==> config.mk <==
export PLATFORM = sky130hd
export DESIGN_NAME = dma_req_hs
export DESIGN_NICKNAME = d
export VERILOG_FILES = /design/src/rtl/dma_req_hs.sv
export SDC_FILE = /design/constraint.sdc
export NUM_CORES = 1
export LEC_CHECK = 0
export ABC_CLOCK_PERIOD_IN_PS = 2590
export BUFFER_PORTS_ARGS = -buffer_cell sky130_fd_sc_hd__buf_2
export CORE_MARGIN = 3
export CORE_UTILIZATION = 30
export DETAILED_ROUTE_END_ITERATION = 7
export REMOVE_ABC_BUFFERS = 1
export SLEW_MARGIN = 10
export SYNTH_ARGS = -nofsm -noshare
export SYNTH_HDL_FRONTEND = slang
export SYNTH_SLANG_ARGS = --single-unit
==> constraint.sdc <==
create_clock -name clk -period 2.59 [get_ports clk]
set_input_delay 0.1295 -clock clk [delete_from_list [all_inputs] [get_ports clk]]
set_output_delay 0.1295 -clock clk [all_outputs]
set_load 0.05 [all_outputs]
==> src/rtl/dma_req_hs.sv <==
module dma_req_hs #(
  parameter int DW = 16,
  parameter int CW = 16
) (
  input  logic          clk,
  input  logic          rst_n,
  input  logic          cmd_start,
  input  logic          cmd_to_host,
  input  logic [CW-1:0] cmd_words,
  input  logic          dev_sel,
  input  logic          dmack_n,
  input  logic          rd_n,
  input  logic          wr_n,
  input  logic          cs0_n,
  input  logic          cs1_n,
  input  logic [DW-1:0] dd_in,
  output logic [DW-1:0] dd_out,
  output logic          dd_oe,
  output logic          dreq,
  output logic          dreq_oe,
  input  logic          tx_valid,
  input  logic [DW-1:0] tx_data,
  output logic          tx_ready,
  output logic          rx_valid,
  output logic [DW-1:0] rx_data,
  input  logic          rx_ready,
  output logic          proto_err,
  output logic          busy
);

  localparam logic [CW-1:0] ONE = CW'(1);

  logic          active, to_host, rd_q, wr_q;
  logic [CW-1:0] left;
  logic [DW-1:0] wr_cap;

  logic en, acked, rd_fall, rd_rise, wr_fall, wr_rise;
  logic done, last, buf_ok, req_nx, err_nx;
  logic [CW-1:0] left_nx;

  assign en      = active & dev_sel;
  assign acked   = ~dmack_n;
  assign rd_fall = ~rd_n & rd_q;
  assign rd_rise = rd_n & ~rd_q;
  assign wr_fall = ~wr_n & wr_q;
  assign wr_rise = wr_n & ~wr_q;

  assign tx_ready = en & to_host & acked & rd_rise;
  assign rx_valid = en & ~to_host & acked & wr_rise;
  assign rx_data  = wr_cap;
  assign dd_out   = tx_data;
  assign dd_oe    = en & to_host & acked & ~rd_n;
  assign dreq_oe  = en;
  assign busy     = active;

  assign done    = tx_ready | rx_valid;
  assign last    = done & (left == ONE);
  assign left_nx = done ? left - ONE : left;
  assign buf_ok  = to_host ? tx_valid : rx_ready;
  assign req_nx  = active & ((dreq & dmack_n) | ((left_nx != '0) & buf_ok & ~last));

  assign err_nx = en & (
      (dmack_n & (rd_fall | wr_fall))
    | ~cs0_n | ~cs1_n
    | (acked & to_host & wr_fall)
    | (acked & ~to_host & rd_fall));

  always_ff @(posedge clk or negedge rst_n) begin
    if (!rst_n) begin
      active    <= 1'b0;
      to_host   <= 1'b0;
      left      <= '0;
      dreq      <= 1'b0;
      rd_q      <= 1'b1;
      wr_q      <= 1'b1;
      proto_err <= 1'b0;
    end else begin
      rd_q      <= rd_n;
      wr_q      <= wr_n;
      proto_err <= err_nx;
      dreq      <= req_nx;
      if (!active) begin
        if (cmd_start && cmd_words != '0) begin
          active  <= 1'b1;
          to_host <= cmd_to_host;
          left    <= cmd_words;
        end
      end else begin
        left <= left_nx;
        if (last) active <= 1'b0;
      end
    end
  end

  always_ff @(posedge clk or negedge rst_n) begin
    if (!rst_n)     wr_cap <= '0;
    else if (!wr_n) wr_cap <= dd_in;
  end

  assert_start_R2: assert property (@(posedge clk) disable iff (!rst_n)
    (!busy && cmd_start && cmd_words != '0) |=> busy);

  assert_req_hold_R4: assert property (@(posedge clk) disable iff (!rst_n)
    (busy && dreq && dmack_n) |=> dreq);

  assert_bus_drive_R5: assert property (@(posedge clk) disable iff (!rst_n)
    dd_oe |-> (!rd_n && !dmack_n && dev_sel));

  assert_one_dir_R6: assert property (@(posedge clk) disable iff (!rst_n)
    !(tx_ready && rx_valid));

  assert_close_R7: assert property (@(posedge clk) disable iff (!rst_n)
    (done && left == ONE) |=> (!busy && !dreq_oe));

  assert_idle_quiet_R7: assert property (@(posedge clk) disable iff (!rst_n)
    !busy |=> !dreq);

  assert_cs_flag_R8: assert property (@(posedge clk) disable iff (!rst_n)
    (busy && dev_sel && (!cs0_n || !cs1_n)) |=> proto_err);

  assert_unsel_R9: assert property (@(posedge clk) disable iff (!rst_n)
    !dev_sel |-> (!tx_ready && !rx_valid && !dd_oe));

endmodule

After elaboration in Yosys (flattened, before gate mapping):

Cells that the tools add are included.

* multiplexer cells: 7
* eq/ne operators: 1
* $add $sub $neg: 1
* reductions and logical operators: 5
* bitwise gates (word level): 40

Operator list (number)
* two-way mux 16 bit: 3
* nonzero test 16 bit: 2
* bitwise AND 1 bit: 23
* equality test 16 x 1 -> 1 bit (second input constant): 1
* subtractor 16 x 1 -> 16 bit (second input constant): 1
* inverter 1 bit: 10
* OR 1 bit: 7
* two-way mux 1 bit: 4
* AND reduction 2 bit: 1
* nonzero test 2 bit: 1
* logical AND 1 bit: 1

* input port bits: 60
* logic and storage cells: 62
* output and inout bits: 39
* bits in registers: 38

Logic depth before layout (Yosys ltp):

Gate-level depths: netlist of the first run.

* depth after elaboration: 11
* gate-level depth with buffers: 8
* gate-level depth less buffers: 7

Worst setup path after synthesis of the first run:

No wires, ideal clock.

* kind: register -> register
* start: reg left[0]
* end: reg dreq
* period minus slack after synthesis: 2510 ps
* data required time: 2461 ps
* library setup time: 129 ps
* slack: 80 ps
* data arrival time: 2381 ps
* path buffers: 1
* cell stages (with the launch flop): 9
* cell sequence: dfrtp_1 inv_1 ha_1 buf_6 or3b_4 or3_4 o41a_1 o32a_1 o41a_1

* word-level cells in the longest chain between the ends: 7
* elaborated cells between the ends (all ways): 10
* classes of those cells: 1 x add/sub; 1 x eq/ne; 1 x mux; 6 x bitwise; 1 x reduce/logical

Ends and longest elaborated chain
* start: declaration: line 34 `logic [CW-1:0] left;`
* start signal: assignment: line 86 `left <= cmd_words;`
* start signal: assignment: line 89 `left <= left_nx;`
* subtractor 16 x 1 -> 16 bit: line 58 `assign left_nx = done ? left - ONE : left;`
* two-way mux 16 bit: line 58
* nonzero test 16 bit: line 60 `assign req_nx = active & ((dreq & dmack_n) | ((left_nx != '0) & buf_ok & ~last));`
* bitwise AND 1 bit: line 60
* bitwise AND 1 bit *: line 60
* OR 1 bit *: line 60
* bitwise AND 1 bit *: line 60
* net req_nx: line 38 `logic done, last, buf_ok, req_nx, err_nx;`
* end signal: assignment: line 81 `dreq <= req_nx;`
* end: declaration: line 19 `output logic dreq,`

The timed path passes the listed nets; every way through them passes the cells marked *.
A chain may end at the register's enable or synchronous reset.

Final worst setup path of the first run:

* start: reg left[1]
* end: reg dreq

The elaborated chain is that of the path after synthesis.

==> qor.yml, run 1 <==
status: "finished, final reports clean"
path_clk_slew_ns: 0.09
dr.pass1.iters: 4
ant_nets: 0
grt_max_degree: 39
cts_buffers: 5
synthesis.area_sq_um: 2466
drt-initial-drc-count: 114
grt_setup_unrepaired: "false"
skew_ns: 0.008015
synth_flop_cell: "dfrtp_1"
ys_types: 61
rows: 32
worstHoldStart: "dd_in[11]"
place_area_sq_um: 2798
hold_violations: 0
clock.fmax_mhz: 411.1
ctsRootBufferMaster: "clkbuf_8"
drive_above_1_share_pct: 35.35
clk_path_buf_depth: 2
holdPathEnd: "rx_data[11]"
seq_area_sq_um: 953.4
antennaDiodeCount: 0
synth_edf_count: 0
stdcell_count: 416
ir_worst_vdd_uv: 188.8
crit_required_ns: 2.77
avgSynthCellArea_sq_um: 9.413
hold_ws_ns: 0.05937
leakage_nw: 1.202
syn-instance-count: 262
setup_viol: 0
synth-seq-area-share_pct: 38.66
finalMaxSlewViolations: 0
cp_num_buf_inv: 1
nets: 375
hp-class: "in -> reg"
crit_top_cell: "o41a_1"
r2r-end: "dreq"
track_usage_pct: 14.22
maxCapViolations: 0
placedCellCount: 406
synth.most_common_cell: "dfrtp_1"
start_kind: "flip-flop"
worst_slew_pin_slew_ns: 0.8664
ios: 99
vias: 2191
path_class: "reg -> reg"
clk-insertion-delay-late_ns: 0.30
period_needed_ns: 2.432
post-route-drc-count: 0
synth_seq_cells: 38
utilization_pct: 37.12
synth_warnings: 0
crit_fanout: 5
cts_num_sinks: 38
hpwl_mm: 5.025
die_w_um: 96.67
grt_pass1_vias: 2293
synth_top_cell_area_share_pct: 36.53
rr_startpoint: "left[1]"
worstPathCellList: "inv_1 > ha_1 > or3b_4 > or3_4 > o41a_1 > o32a_1 > o41a_1"
post-cts-setup-buffers: 0
crit_slowest_cell: "or3b_4"
multi_input_area_sq_um: 1289
cts_tree: "yes"
cp_top_family: "compound AO/OA/AOI/OAI gates"
slowest_delay_ns: 0.42
gp_congestion: 0.8517
reg2regPathDepth: 7
antenna_found_initial: 0
power.density_nw_per_um2: 651.6
period_share_pct: 93.91
min_delay_path_depth: 2
core-area_sq_um: 7848
synth_top_cells_by_area: "dfrtp_1 (37%), mux2_2 (8.2%), buf_4 (4.9%)"
reg2reg_setup_slack_ns: 0.16
start_util_pct: 31.43
arrival_ns: 2.61
endpoint_kind: "flip-flop"
io_buffers: 66
overflow: 0
fillers: 830
async_flop_share_pct: 100.0
dieHeight_um: 96.67
tns_ns: 0
slew_headroom_pct: 42.24
synth_top_area_cell: "dfrtp_1"
wl_mm: 6.572
grt_pass1_wl_mm: 11.08
ctsHtreeMaxLevel: 2
area.growth.synth_to_final_pct: 18.11
vias_per_cell: 5.267
wl_per_cell_um: 15.80
netlist_top_cells_count: "dfrtp_1 (36), nor2_1 (26), mux2_2 (18)"
final_area_sq_um: 2913
dieArea_sq_um: 9344
[worst max path at each step]
stage	startpoint	to	slack (ns)	cells past startpoint
after CTS	left[1]	dreq	0.15	7
after floorplan	busy	dreq	-0.27	5
after global placement	left[1]	dreq	0.21	7
after global routing	left[1]	dreq	0.06	7
after detailed placement	left[1]	dreq	0.17	7
final	left[1]	dreq	0.16	7
[kinds of logic (layout without fill, tap and decap cells)]
| logic type | Yosys count | in the layout | synth area share [%] |
|---|---|---|---|
| AO/OA/AOI/OAI | 64 | 64 | 18.47 |
| adder cells (fa/ha/maj) | 2 | 2 | 1.015 |
| AND/OR/NAND/NOR | 91 | 91 | 20.90 |
| flip-flops | 38 | 38 | 38.66 |
| multiplexers | 20 | 20 | 9.031 |
| buffers and inverters | 39 | 91 | 9.081 |
| XOR/XNOR | 8 | 8 | 2.841 |
[metal layers]
layer,share of wire [%],global-route usage [%],vias up
li1,-,-,1052
met1,45,18.37,1051
met2,47,21.60,74
met3,6.1,4.903,14
met4,2.4,6.048,0
met5,0,0,-
[metrics by stage]
step | power, mW | setup slack (ns)
floorplan | 1.218 | -0.2656
global placement | 1.446 | 0.2071
detailed placement | 1.463 | 0.1673
CTS | 1.916 | 0.1509
global route | 2.023 | 0.05612
finish | 1.898 | 0.1577
[area by class of cell]
type | instances | share of cell area, %
Clock buffer | 6 | 2.835
Clock inverter | 2 | 0.4296
Inverter | 4 | 0.5155
Multi-Input combinational cell | 185 | 44.24
Sequential cell | 38 | 32.73
Tap cell | 102 | 4.381
Timing Repair Buffer | 79 | 14.86
[cell usage in the layout, fill, tap and decap left out, types with 3 or more instances in the layout]
cell type / count
nor3b_1: 3
nand2_1: 10
xor2_1: 3
nor4_1: 7
nor2_1: 26
o21ai_0: 7
a21oi_1: 15
xnor2_1: 5
nor2b_1: 9
or3_1: 4
a211o_1: 3
a211oi_1: 10
buf_2: 66
o41ai_1: 5
and3b_1: 3
dfrtp_1: 36
nor3_1: 8
buf_4: 11
clkbuf_8: 6
inv_1: 4
mux2_2: 18
[flip-flops by register name (all words and copies together), names as in the netlist]
name       cells
busy           1
dreq           1
left          16
proto_err      1
rd_q           1
rx_data       16
to_host        1
wr_q           1
[where the power goes]
| part | internal (mW) | leakage, nW | switching, mW |
|---|---|---|---|
| sequential | 0.689 | 0.433 | 0.117 |
| clock | 0.214 | 0.0472 | 0.231 |
| combinational | 0.269 | 0.722 | 0.378 |
| total | 1.17 | 1.20 | 0.725 |
[worst reg2reg max path: cells and delay by family (launching register included)]
| family | cells | cell delay, ns |
|---|---|---|
| and+or+nand+nor | 2 | 0.78 |
| adders and majority gates | 1 | 0.17 |
| DFF | 1 | 0.38 |
| buffers and inverters | 1 | 0.10 |
| AOI/OAI and AO/OA | 3 | 0.88 |
[what timing repair did]
action                                 4_1_cts  5_1_grt
gates resized for setup                      0        0
endpoints found under the hold margin       37        0
hold buffers                                 2        0
(Power assumes the default switching activity.)
==> inputs of run 2 (changes only) <==
Settings changed: CORE_UTILIZATION 30 to 25.
==> run 2 against run 1 <==
  * Hold slack worse by 0.11 ns
  * Die area increased by 19%
  * Cell count grew 6.5%
  * The run now ends with hold timing left
  * Critical path depth unchanged
  * Critical path type unchanged
  * Fmax down 0.17%
  * Power down 1.7%
  * Clock skew shrank 0.0029 ns
  * Register-to-register slack about the same
==> qor.yml, run 2 (synthesis gave the netlist of run 1 again) <==
status: "finished with violations"
violations: "hold timing"
grt_pass1_wl_mm: 11.39
antenna_found_initial: 0
ctsRootBufferMaster: "clkbuf_8"
p_comb_share_pct: 34.8
wl_mm: 7.007
switching_share_pct: 38.80
ctsHtreeMaxLevel: 2
grt_max_degree: 39
start_kind: "flip-flop"
rr_startpoint: "left[1]"
vias_per_cell: 4.878
ios: 99
ir_worst_vdd_uv: 200.3
crit_required_ns: 2.76
period_share_pct: 94.07
power_switching_uw: 723.8
pwr-share-seq_pct: 43.2
worst_slew_pin_slew_ns: 0.8731
skew_ns: 0.005151
setup_viol: 0
most-common-layout-cells: "buf_2 (66), dfrtp_1 (36), nor2_1 (26)"
r2r-end: "dreq"
track_usage_pct: 12.80
pwr-share-clk_pct: 22.0
post-cts-setup-buffers: 0
dieArea_sq_um: 11090
power.density_nw_per_um2: 636.3
grt_setup_unrepaired: "false"
hp-class: "in -> async"
core-area_sq_um: 9415
path_class: "reg -> reg"
intPower_mw: 1.141
hold_ws_ns: -0.04922
hpwl_mm: 5.361
endpoint_kind: "flip-flop"
cts_buffers: 5
seq_area_sq_um: 953.4
ant_nets: 0
final_common_cell: "buf_2"
clock.fmax_mhz: 410.4
nets: 375
cts_tree: "yes"
reg2reg_setup_slack_ns: 0.15
slew_headroom_pct: 41.79
finalMaxSlewViolations: 0
tns_ns: 0
grt_pass1_vias: 2242
io_buffers: 66
rows: 35
drt-initial-drc-count: 76
area.growth.synth_to_final_pct: 18.87
drive_above_1_share_pct: 35.35
dr.pass1.iters: 4
clk_path_buf_depth: 2
dieHeight_um: 105.3
die_w_um: 105.3
post-route-drc-count: 0
stdcell_count: 443
vias: 2161
leakage_nw: 1.199
placedCellCount: 434
gp_congestion: 0.8425
multi_input_area_sq_um: 1289
maxCapViolations: 0
clk-insertion-delay-late_ns: 0.29
fillers: 997
crit_fanout: 5
period_needed_ns: 2.436
overflow: 0
hold_violations: 36
total_power_mw: 1.865
reg2regPathDepth: 7
path_clk_slew_ns: 0.08
wl_per_cell_um: 15.82
cts_num_sinks: 38
start_util_pct: 26.19
antennaDiodeCount: 0
arrival_ns: 2.61
## run 2: cell types whose count changed in the layout (fill, tap and decap cells not counted), sizes merged
cell / delta
buf: +1
clkinv: +1
clkinvlp: -1
dlygate4sd3: -1
## run 2: worst max-delay path, stage by stage (launching register included)
cell and delay (ns):
dfrtp_1 0.38, inv_1 0.09, ha_1 0.17, or3b_4 0.41
or3_4 0.36, o41a_1 0.31, o32a_1 0.18, o41a_1 0.42
## run 2: power groups by stage
stage	clock network, mW	logic (mW)	registers, mW
after floorplan	0	0.307	0.911
after global placement	0	0.645	0.815
after detailed placement	0	0.651	0.815
after CTS	0.422	0.654	0.804
after global routing	0.449	0.722	0.825
final	0.411	0.649	0.805
## run 2: how the worst max path moves through the flow
stage / startpoint / endpoint / slack, ns / cells past startpoint
after floorplan: busy / dreq / -0.27 / 5
after global placement: left[1] / dreq / 0.20 / 7
after detailed placement: left[1] / dreq / 0.17 / 7
after CTS: left[1] / dreq / 0.16 / 7
after global routing: left[1] / dreq / 0.04 / 7
final: left[1] / dreq / 0.15 / 7
## run 2: final cells by class
class / instances / area share (%)
Timing Repair Buffer: 79 / 14.68
Sequential cell: 38 / 32.52
Inverter: 4 / 0.5122
Multi-Input combinational cell: 185 / 43.96
Tap cell: 129 / 5.506
Clock inverter: 2 / 0.3414
Clock buffer: 6 / 2.475
## run 2: what timing repair did
action / 4_1_cts / 5_1_grt
hold endpoints to repair: 1 / 0
gates resized for setup: 0 / 0
hold buffers: 1 / 0
setup endpoints to repair: 0 / 0
## run 2: through the flow
step           setup WS [ns]  cell area (sq um)  util [%]
2_1_floorplan        -0.2656               2257         -
3_3_place_gp          0.2020               2839     30.15
3_5_place_dp          0.1673               2839     30.15
4_1_cts               0.1552               2932     31.14
5_1_grt              0.03868               2932     31.14
6_report              0.1535               2932     31.14
## run 2: layer usage
metal	vias up	part of all wire (%)	track usage, %
met3	7	5.5	4.042
met1	1039	49	17.65
met5	-	0	0
met2	63	45	19.31
li1	1052	-	-
met4	0	1.0	3.374
